[src/rtl/ledreg_pkg.sv]
package ledreg_pkg;
  typedef struct packed {
    logic rd;
    logic wr;
  } strobe_t;

  function automatic strobe_t qualify(input logic cs, input logic rd, input logic wr);
    strobe_t s;
    s.rd = cs & rd;
    s.wr = cs & wr;
    return s;
  endfunction
endpackage

[src/rtl/ledreg_decode.sv]
module ledreg_decode #(
  parameter int ADDR_W  = 32,
  parameter int NUM_REG = 4,
  parameter int SEL_LSB = 2,
  localparam int IDX_W  = $clog2(NUM_REG)
) (
  input  logic              cs,
  input  logic              rd_stb,
  input  logic              wr_stb,
  input  logic [ADDR_W-1:0] addr,
  output logic [IDX_W-1:0]  idx,
  output logic              rd_en,
  output logic              wr_en,
  output logic [NUM_REG-1:0] wr_hot
);
  import ledreg_pkg::*;
  strobe_t q;

  always_comb begin
    q      = qualify(cs, rd_stb, wr_stb);
    rd_en  = q.rd;
    wr_en  = q.wr;
    idx    = addr[SEL_LSB +: IDX_W];
    wr_hot = '0;
    wr_hot[idx] = q.wr;
  end
endmodule

[src/rtl/ledreg_led_bank.sv]
module ledreg_led_bank #(
  parameter int NUM_REG = 4
) (
  input  logic               clk,
  input  logic               rst,
  input  logic [NUM_REG-1:0] wr_hot,
  input  logic               bit_in,
  output logic [NUM_REG-1:0] led
);
  for (genvar g = 0; g < NUM_REG; g++) begin : g_led
    always_ff @(posedge clk) begin
      if (rst)            led[g] <= 1'b0;
      else if (wr_hot[g]) led[g] <= bit_in;
    end
  end

  AST_ONE_LED_MOVES: assert property (@(posedge clk) disable iff (rst)
    1'b1 |=> $countones(led ^ $past(led)) <= 1);
  AST_LED_IDLE_HOLD: assert property (@(posedge clk) disable iff (rst)
    (wr_hot == '0) |=> $stable(led));
endmodule

[src/rtl/ledreg_readback.sv]
module ledreg_readback #(
  parameter int DATA_W  = 32,
  parameter int CAP_W   = 8,
  parameter int NUM_REG = 4,
  localparam int IDX_W  = $clog2(NUM_REG)
) (
  input  logic              clk,
  input  logic              rst,
  input  logic              rd_en,
  input  logic              wr_en,
  input  logic [IDX_W-1:0]  idx,
  input  logic [DATA_W-1:0] wr_data,
  output logic [DATA_W-1:0] rd_data,
  output logic              rd_ack
);
  logic [CAP_W-1:0]  cap_q;
  logic [DATA_W-1:0] sum;

  always_comb sum = DATA_W'(cap_q) + DATA_W'(idx);

  always_ff @(posedge clk) begin
    if (rst) begin
      cap_q   <= '0;
      rd_data <= '0;
      rd_ack  <= 1'b0;
    end else begin
      if (wr_en) cap_q <= wr_data[CAP_W-1:0];
      rd_ack  <= rd_en;
      rd_data <= rd_en ? sum : '0;
    end
  end

  AST_CAP_IDLE_HOLD: assert property (@(posedge clk) disable iff (rst)
    !wr_en |=> $stable(cap_q));
  AST_RD_ZERO_IDLE: assert property (@(posedge clk) disable iff (rst)
    !rd_ack |-> (rd_data == '0));
  AST_RD_NO_WRAP: assert property (@(posedge clk) disable iff (rst)
    rd_ack |-> (rd_data <= DATA_W'((1 << CAP_W) - 1 + NUM_REG - 1)));
endmodule

[src/rtl/ledreg_periph.sv]
module ledreg_periph #(
  parameter int DATA_W  = 32,
  parameter int ADDR_W  = 32,
  parameter int NUM_REG = 4,
  parameter int SEL_LSB = 2,
  parameter int CAP_W   = 8,
  localparam int IDX_W  = $clog2(NUM_REG)
) (
  input  logic               clk,
  input  logic               rst,
  input  logic               cs,
  input  logic               rd_stb,
  input  logic               wr_stb,
  input  logic [ADDR_W-1:0]  addr,
  input  logic [DATA_W-1:0]  wr_data,
  output logic [DATA_W-1:0]  rd_data,
  output logic               rd_ack,
  output logic               wr_ack,
  output logic [NUM_REG-1:0] led
);
  logic [IDX_W-1:0]   idx;
  logic               rd_en, wr_en;
  logic [NUM_REG-1:0] wr_hot;

  ledreg_decode #(.ADDR_W(ADDR_W), .NUM_REG(NUM_REG), .SEL_LSB(SEL_LSB)) u_dec (
    .cs(cs), .rd_stb(rd_stb), .wr_stb(wr_stb), .addr(addr),
    .idx(idx), .rd_en(rd_en), .wr_en(wr_en), .wr_hot(wr_hot)
  );

  ledreg_led_bank #(.NUM_REG(NUM_REG)) u_leds (
    .clk(clk), .rst(rst), .wr_hot(wr_hot), .bit_in(wr_data[0]), .led(led)
  );

  ledreg_readback #(.DATA_W(DATA_W), .CAP_W(CAP_W), .NUM_REG(NUM_REG)) u_rb (
    .clk(clk), .rst(rst), .rd_en(rd_en), .wr_en(wr_en), .idx(idx),
    .wr_data(wr_data), .rd_data(rd_data), .rd_ack(rd_ack)
  );

  always_ff @(posedge clk) begin
    if (rst) wr_ack <= 1'b0;
    else     wr_ack <= wr_en;
  end

  AST_WR_ACK_FOLLOWS: assert property (@(posedge clk) disable iff (rst)
    (cs && wr_stb) |=> wr_ack);
  AST_WR_ACK_ONLY: assert property (@(posedge clk) disable iff (rst)
    !(cs && wr_stb) |=> !wr_ack);
  AST_RD_ACK_FOLLOWS: assert property (@(posedge clk) disable iff (rst)
    (cs && rd_stb) |=> rd_ack);
  AST_RD_ACK_ONLY: assert property (@(posedge clk) disable iff (rst)
    !(cs && rd_stb) |=> !rd_ack);
  AST_NO_CS_NO_LED: assert property (@(posedge clk) disable iff (rst)
    !cs |=> $stable(led));
endmodule

[config.mk]
export PLATFORM = sky130hd
export DESIGN_NAME = ledreg_periph
export DESIGN_NICKNAME = d
export VERILOG_FILES = /design/src/rtl/ledreg_pkg.sv /design/src/rtl/ledreg_decode.sv /design/src/rtl/ledreg_led_bank.sv /design/src/rtl/ledreg_readback.sv /design/src/rtl/ledreg_periph.sv
export SDC_FILE = /design/constraint.sdc
export NUM_CORES = 1
export LEC_CHECK = 0
export BUFFER_PORTS_ARGS = -buffer_cell sky130_fd_sc_hd__buf_2
export CORE_AREA = 2 2 63 65
export CTS_BUF_LIST = sky130_fd_sc_hd__clkbuf_8
export DETAILED_ROUTE_END_ITERATION = 7
export DIE_AREA = 0 0 65 67
export GPL_TIMING_DRIVEN = 0
export PLACE_DENSITY = 0.68
export RECOVER_POWER = 100
export SYNTH_ARGS = -nofsm -noshare
export SYNTH_HDL_FRONTEND = slang
export SYNTH_SLANG_ARGS = --single-unit
[constraint.sdc]
create_clock -name clk -period 2.5 [get_ports clk]
set_input_delay 0.75 -clock clk [delete_from_list [all_inputs] [get_ports clk]]
set_output_delay 0.75 -clock clk [all_outputs]
set_load 0.01 [all_outputs]
Yosys cells after proc, flatten, opt, wreduce, memory -nomap -nowiden
Index checks and enable logic that the tools add are counted.
{"block": "totals", "mem_bits_rw": 0, "input_bits": 69, "ff_bits": 46, "out_inout_bits": 38, "latch_bits": 0, "memories": 0, "mem_bits_ro": 0, "wordCells": 19}
{"block": "op_classes", "reduce_logical": 2, "bitwise_logic": 4, "n_div": 0, "mux": 2, "order_cmp": 2, "shift": 0, "multipliers": 0, "n_eq_ne": 0, "n_addsub": 1}
{"op": "adder 8 x 2 -> 9 bit", "count": 1}
{"op": "AND 4 bit", "count": 1}
{"op": "less-than comparator 2 x 3 -> 1 bit, second input constant", "count": 1}
{"op": "AND 1 bit", "count": 2}
{"op": "demux 1 bit (select 2 bit)", "count": 1}
{"op": "greater-or-equal comparator 2 x 1 -> 1 bit, second input constant", "count": 1}
{"op": "OR reduction 2 bit", "count": 1}
{"op": "logical AND 1 bit", "count": 1}
{"op": "2-to-1 mux 1 bit", "count": 1}
{"op": "NOT 1 bit", "count": 1}

Logic depth before layout (Yosys ltp)
Gate-level depths: netlist of run 1.
{"block": "logic_depth", "word_depth": 5, "ltp_mapped": 6, "ltp_nobuf": 6}

Hierarchy
A second synthesis of run 1 with hierarchy kept.
{"block": "hier_totals", "hier_cells": 117, "hier_area_um2": 1122.3}
{"module": "ledreg_readback", "n_inst": 1, "cells_per_inst": 95, "seq_area_each_um2": 360.3, "area_each_um2": 884.6}
{"module": "ledreg_led_bank", "n_inst": 1, "cells_per_inst": 12, "seq_area_each_um2": 80.1, "area_each_um2": 135.1}
{"module": "ledreg_decode", "n_inst": 1, "cells_per_inst": 8, "seq_area_each_um2": 0.0, "area_each_um2": 68.8}
{"module": "ledreg_periph", "n_inst": 1, "cells_per_inst": 2, "seq_area_each_um2": 20.0, "area_each_um2": 33.8}

Worst setup path after synthesis of run 1
No wires, ideal clock.
{"block": "synth_path", "path_kind": "input to register", "from": "in addr[2]", "to": "reg u_rb.rd_data[6]", "arrival_time_ps": 1953, "path_buffers": 0, "slack_ps": 477, "path_stages": 6, "required_ps": 2430, "setup_ps": 70, "path_cell_list": "ha_1 -> inv_1 -> fa_1 -> nand2b_1 -> or3_1 -> a21oi_1"}
{"block": "synth_between", "elab_chain_len": 1}
{"item": "from (decl)", "line": "ledreg_periph.sv:14", "text": "input logic [ADDR_W-1:0] addr,"}
{"item": "adder 8 x 2 -> 9 bit", "line": "ledreg_readback.sv:19", "text": "always_comb sum = DATA_W'(cap_q) + DATA_W'(idx);"}
{"item": "to (signal assigned)", "line": "ledreg_readback.sv:29", "text": "rd_data <= rd_en ? sum : '0;"}
{"item": "to (decl)", "line": "ledreg_readback.sv:13", "text": "output logic [DATA_W-1:0] rd_data,"}
No other way between the ends.
A chain may end at the register's enable or synchronous reset.

Worst setup path in the final report of run 1
Ends and elaborated chain as after synthesis.

==> impl_results.md, run 1 <==
* Outcome: finished, final reports clean
* Finished Core Util at about two fifths
* Clock Latency Late Sink at around 0.25 ns
* TNS Setup at 0 ns
* Htree depth at 1
* Vias in the first global route at 815
* Peak VDD IR at roughly 190 uV
* Hold Crit Class: flip-flop to flip-flop
* Post-CTS Hold Buffers at 0
* Total track usage at 10.1%
* Routability congestion estimate at just over 0.8
* CTS root buffer: clkbuf_8
* Synth unique cells at 26
* Comb pwr share at approximately 14%
* Dpl hpwl at about 1600 microns
* Xor/xnor share of the synthesized area at 1.63%
* Largest net degree at the start of global routing at 13
* Number of core rows at 22
* Arr. time, crit path at roughly 2.4 ns
* Number of synthesized flops with an enable pin at 0
* Antenna Nets Post-Route at 0
* Final wirelength at about 2000 microns
* DR iter-0 viols at 31
* Synth async-reset ratio at 0%
* Vias/cell at between 3 and 4
* Slew Viols, Final at 0
* Post-Layout Cell Count at 230
* Final nets at 255
* CTS sink count at 23
* Synth Area in Simple Gates at 18.5%
* Worst-path clk slew at 0.08 ns
* Top cell type by total area after synthesis: dfxtp_1
* Slowest-stage cell, CP: fa_1
* Initial antenna violation count at 0
* Routed WL per cell at 8.80 microns
* Critical Path RT at 2.68 ns
* Slowest stage delay, CP at 0.41 ns
* Synth-to-Final Area Change at 28.7%
* Hold wc startpoint: u_rb.cap_q[0]
* Psw at 0.169 mW
* GR Util met1 at 11.8%
* Via count at just under 900
* Critical Path Fanout Max at 6
* Die Y at 67 microns
* Cell family with most CP delay: adder cells
* Initial Utilization at 29.9%
* Main combinational cell family by area after synthesis: buffers and inverters
* Setup Buffers After CTS at 0
* Post-route clock skew at 0.00200 ns
* Post_cts resized at 0
* Sw Share at 24.1%
* Synth Flop Type: dfxtp_1
* Die W at 65 microns
* Post-synthesis compound-gate area fraction at about a tenth
* Clk pwr share at 30.7%
* Clk buf depth at 2
* Final setup vio count at 0
* Peak Freq at about 460 MHz
* CTS tree: done
* Largest cells by area after synthesis: dfxtp_1, buf_4, a21oi_1
* Dpl cells at between 200 and 250
* R2r setup slk at 0.77 ns
* FF+latch count, synth at 23
* Worst path bufs/invs at 2
* # port buffers at 29
* Remaining DRCs at 0
* CP Launch Type: primary input
* Worst reg2reg path depth at 6
* Top cells by count, synth: buf_4, dfxtp_1, nand2_1
* Worst setup EP type: flip-flop
* Yosys Warn Count at 0
* CTS buffer count at 3
* Cell count after synthesis at 127
* MaxCap Viol Count at 0
* Flop pwr share at a little over half
* P_int at 0.532 mW
* GRT met3 Usage at 2.20%
* Synth Area in Adders at approximately 4.2%
* First-pass GRT wire length at 3420 microns
* Crit path kind: primary input to flip-flop
* Gr ovfl total at 0
* Ant. Diodes at 0
* Hold Path End: u_rb.cap_q[0]
* Core Region at 0.00361 sq mm
* Synth top area share at 42.7%
* Hold path cells at 2
* FF-to-FF Start: u_rb.cap_q[0]
* Synth Cell Area at ~0.0011 sq mm
* Critical path, cell by cell: clkbuf_1 > ha_1 > inv_1 > fa_1 > nand2b_1 > or3_1 > a21oi_1
* Leak at just over 0.6 nW
* Global routing's busiest layer: met2
* Final hold vios at 0
* Tcrit/Tclk final at around 87%
* Drt pass-1 iters at 4
* Top Ports at 107
* Post-layout min period at 2.17 ns
* Syn avg cell area at 8.48 sq um
* Power Density at 506 mW/mm^2
* Die area at 0.00436 sq mm
* Met2 global-route usage at approximately 17%
* RSZ-0062 raised after global routing: false
* Post-synthesis mux area share at under 10%
* Sequential element share of the synthesized area at 42.7%
* Reg2reg end: u_rb.rd_data[6]
* Layout cells sized above 1 at 21.4%
-- through the flow --
step           hold slack, ns  power [mW]  worst slack [ns]  area [sq um]
2_1_floorplan           0.439       0.466             0.477          1160
3_3_place_gp            0.448       0.494             0.220          1370
3_5_place_dp            0.455       0.496             0.170          1370
4_1_cts                 0.472       0.713             0.440          1410
5_1_grt                 0.496       0.744             0.222          1390
6_report                0.469       0.701             0.328          1390
-- power groups by stage --
stage | clock network (mW) | registers, mW | logic (mW)
after floorplan | 0 | 0.394 | 0.0719
after global routing | 0.243 | 0.386 | 0.114
after detailed placement | 0 | 0.393 | 0.103
final | 0.215 | 0.384 | 0.102
after global placement | 0 | 0.393 | 0.102
after CTS | 0.225 | 0.384 | 0.103
-- cells in the final DEF (no fill, tap or decap), types with 2 or more instances in the layout --
cell,instances
a21oi_1,15
and2_1,2
buf_2,12
buf_4,23
clkbuf_1,21
clkbuf_8,3
conb_1,23
dfxtp_1,23
ha_1,2
inv_1,6
mux2i_1,2
nand2_1,19
nand4_1,4
nor2_1,6
o21ai_0,2
o31ai_1,4
or3_1,2
or4_1,2
xor2_1,2
-- worst max path at each step --
stage,endpoint,from,depth (start not counted),slack (ns)
floorplan,u_rb.rd_data[6],addr[2],6,0.48
global placement,u_rb.rd_data[6],addr[2],7,0.22
detailed placement,u_rb.rd_data[6],addr[2],7,0.17
CTS,u_rb.rd_data[6],addr[2],7,0.44
global route,u_rb.rd_data[6],addr[2],7,0.22
finish,u_rb.rd_data[6],addr[2],7,0.33
-- registers in the layout (all words and copies together), names as in the netlist --
name and flops:
u_leds.led 4, u_rb.cap_q 8, u_rb.rd_ack 1, u_rb.rd_data 9, wr_ack 1
-- worst reg2reg max path, cell delays in order (launching register included) --
cell	delay [ns]
dfxtp_1	0.34
ha_1	0.16
inv_1	0.05
fa_1	0.41
nand2b_1	0.19
or3_1	0.35
a21oi_1	0.16
-- logic make-up (layout without fill, tap and decap cells) --
| logic type | count (synthesis) | after routing |
|---|---|---|
| AOI/OAI and AO/OA | 21 | 21 |
| xor gates and xnor gates | 2 | 2 |
| adders and majority gates | 3 | 3 |
| buffers and inverters | 34 | 67 |
| DFF | 23 | 23 |
| muxes | 2 | 2 |
| other | 1 | 23 |
| and+or+nand+nor | 41 | 41 |
-- routing by layer --
metal,part of all wire (%),up-vias
met3,8.5,2
met2,48,30
met4,1.8,0
li1,-,486
met1,42,369
met5,0,-
-- area by class of cell --
class / count / area (sq um)
clock buffers: 3 / 41.3
plain buffers: 27 / 189
fillers: 397 / 2220
multi-input cells: 92 / 483
well taps: 48 / 60.1
inverters: 7 / 26.3
flip-flops and latches: 23 / 460
repair buffers: 29 / 123
clock inverters: 1 / 3.75
Power figures use the tool's default switching activity.
==> inputs of run 2 (changes only) <==
--- a/config.mk
+++ b/config.mk
@@ -6,12 +6,12 @@
 export NUM_CORES = 1
 export LEC_CHECK = 0
 export BUFFER_PORTS_ARGS = -buffer_cell sky130_fd_sc_hd__buf_2
-export CORE_AREA = 2 2 63 65
+export CORE_AREA = 2 2 57 59
 export CTS_BUF_LIST = sky130_fd_sc_hd__clkbuf_8
 export DETAILED_ROUTE_END_ITERATION = 7
-export DIE_AREA = 0 0 65 67
+export DIE_AREA = 0 0 59 61
 export GPL_TIMING_DRIVEN = 0
-export PLACE_DENSITY = 0.68
+export PLACE_DENSITY = 0.81
 export RECOVER_POWER = 100
 export SYNTH_ARGS = -nofsm -noshare
 export SYNTH_HDL_FRONTEND = slang
==> run 2 against run 1 <==
Effect of this change: core utilization grew 7.8 points; die area shrank 17%; fmax grew 1.4%; sequential power is essentially flat; clock power grew 3%; sequential cell count is the same; power grew 0.79%; clock skew grew 0.0035 ns; via count shrank 0.11%; non-clock buffer count is the same; first-iteration DRC count shrank 71%; design area shrank 1.4%.
==> impl_results.md, run 2 (synthesized netlist as in run 1, its figures left out) <==
* Outcome: finished, final reports clean (unchanged)
* Die W at 59 microns (was 65 microns)
* Largest register FFs at 9 (unchanged)
* Total track usage at 11.3% (was 10.1%)
* Reg with most FFs: u_rb.rd_data (unchanged)
* Crit path kind: primary input to flip-flop (unchanged)
* Final wirelength at 1910 microns (was 2030 microns)
* # port buffers at 29 (unchanged)
* Clock Latency Late Sink at 0.27 ns (was 0.25 ns)
* Worst-path clk slew at 0.08 ns (about the same)
* Clk buf depth at 2 (unchanged)
* Vias in the first global route at 729 (was 815)
* Initial Utilization at 36.5% (was 29.9%)
* Gr ovfl total at 0 (unchanged)
* Hold path cells at 2 (unchanged)
* CTS tree: done (unchanged)
* RSZ-0062 raised after global routing: false (unchanged)
* Post-route clock skew at 0.00552 ns (was 0.00200 ns)
* Final setup vio count at 0 (unchanged)
* Most frequent cells in the layout: buf_4, conb_1, dfxtp_1, clkbuf_1, nand2_1 (unchanged)
* Routability congestion estimate at 0.743 (was 0.809)
* Antenna Nets Post-Route at 0 (unchanged)
* Peak VDD IR at 184 uV (was 191 uV)
* TNS Setup at 0 ns (unchanged)
* Tcrit/Tclk final at 85.7% (was 86.9%)
* Worst setup EP type: flip-flop (unchanged)
* Final hold vios at 0 (unchanged)
* Slew Viols, Final at 0 (unchanged)
* Power Density at 517 mW/mm^2 (was 506 mW/mm^2)
* Final nets at 255 (unchanged)
* Die Y at 61 microns (was 67 microns)
* Initial antenna violation count at 0 (unchanged)
* Peak Freq at 467 MHz (was 460 MHz)
* Sw Share at 24.7% (was 24.1%)
* CP Launch Type: primary input (unchanged)
* CTS sink count at 23 (unchanged)
* Hold Crit Class: flip-flop to flip-flop (unchanged)
* Via count at 886 (was 887)
* Vias/cell at 4.12 (was 3.86)
* Dpl cells at 211 (was 226)
* Post-Layout Cell Count at 215 (was 230)
* Critical Path RT at 2.69 ns (was 2.68 ns)
* Post-layout min period at 2.14 ns (was 2.17 ns)
* Critical path, cell by cell: clkbuf_1 > ha_1 > inv_1 > fa_1 > nand2b_1 > or3_1 > a21oi_1 (unchanged)
* Slowest stage delay, CP at 0.41 ns (about the same)
* Post_cts resized at 0 (unchanged)
* Drt pass-1 iters at 2 (was 4)
* Post-CTS Hold Buffers at 0 (unchanged)
* Remaining DRCs at 0 (unchanged)
* Comb pwr share at 14.2% (was 14.5%)
* MaxCap Viol Count at 0 (unchanged)
* Leak at 0.614 nW (was 0.617 nW)
* Psw at 0.174 mW (was 0.169 mW)
* Top Ports at 107 (unchanged)
* Slowest-stage cell, CP: fa_1 (unchanged)
* Largest regs: u_rb.rd_data (9), u_rb.cap_q (8), u_leds.led (4) (unchanged)
* Largest net degree at the start of global routing at 13 (unchanged)
* Htree depth at 1 (unchanged)
* Critical Path Fanout Max at 6 (unchanged)
* CTS root buffer: clkbuf_8 (unchanged)
* Ant. Diodes at 0 (unchanged)
* Flop pwr share at 54.4% (was 54.8%)
* Layout cells sized above 1 at 20.9% (was 21.4%)
* Setup Buffers After CTS at 0 (unchanged)
* P_int at 0.532 mW (about the same)
* Core Region at 0.00295 sq mm (was 0.00361 sq mm)
* Arr. time, crit path at 2.34 ns (was 2.36 ns)
* Synth-to-Final Area Change at 26.8% (was 28.7%)
* Dpl hpwl at 1530 microns (was 1590 microns)
* Clk pwr share at 31.4% (was 30.7%)
* DR iter-0 viols at 9 (was 31)
* CTS buffer count at 3 (unchanged)
* Worst reg2reg path depth at 6 (unchanged)
* Number of core rows at 20 (was 22)
* First-pass GRT wire length at 2950 microns (was 3420 microns)
* Routed WL per cell at 8.87 microns (was 8.80 microns)
* Die area at 0.00360 sq mm (was 0.00436 sq mm)
[run 2: cell count changes in the layout (fill, tap and decap cells not counted), sizes merged]
cell    previous run  this run
buf               35        34
clkbuf            24        25
[run 2: layer usage]
layer  global-route usage [%]  vias up  share of wire (%)
met5                        0        -                  0
met4                     10.7        0                3.7
met3                     1.49        5                7.5
met2                     18.3       34                 45
met1                     12.8      361                 44
li1                         -      486                  -
[run 2: power by group through the flow]
stage	Clock (mW)	Sequential (mW)	Combinational, mW
floorplan	0	0.394	0.0719
global placement	0	0.393	0.101
detailed placement	0	0.393	0.102
CTS	0.232	0.385	0.102
global route	0.240	0.386	0.112
finish	0.222	0.385	0.100
[run 2: worst paths after layout]
path	from	endpoint	slack (ns)
min	u_rb.cap_q[0]	u_rb.cap_q[0]	0.47
max	addr[2]	u_rb.rd_data[6]	0.36
max reg2reg	u_rb.cap_q[0]	u_rb.rd_data[6]	0.79
min reg2reg	u_rb.cap_q[0]	u_rb.cap_q[0]	0.47
[run 2: layout make-up]
class / instances / area [sq um]
tap: 33 / 41.3
timing repair buffer: 29 / 121
sequential: 23 / 460
inverter: 7 / 26.3
fill: 327 / 1590
buffer: 27 / 189
clock inverter: 1 / 3.75
clock buffer: 3 / 41.3
multi-input combinational: 92 / 483
[run 2: worst max-delay path: cells and delay by family]
family                   cells  cell delay [ns]
adder cells (fa/ha/maj)      2             0.63
AND/OR/NAND/NOR              2             0.54
buffers and inverters        2             0.28
AO/OA/AOI/OAI                1             0.15
[run 2: per-stage QoR]
step	setup WS (ns)	util [%]	hold slack [ns]	total power [mW]	cell area [sq um]
floorplan	0.477	-	0.439	0.466	1160
global placement	0.226	45.6	0.447	0.493	1350
detailed placement	0.206	45.6	0.458	0.495	1350
CTS	0.487	47.1	0.469	0.719	1390
global route	0.251	46.3	0.498	0.738	1370
finish	0.358	46.3	0.468	0.707	1370
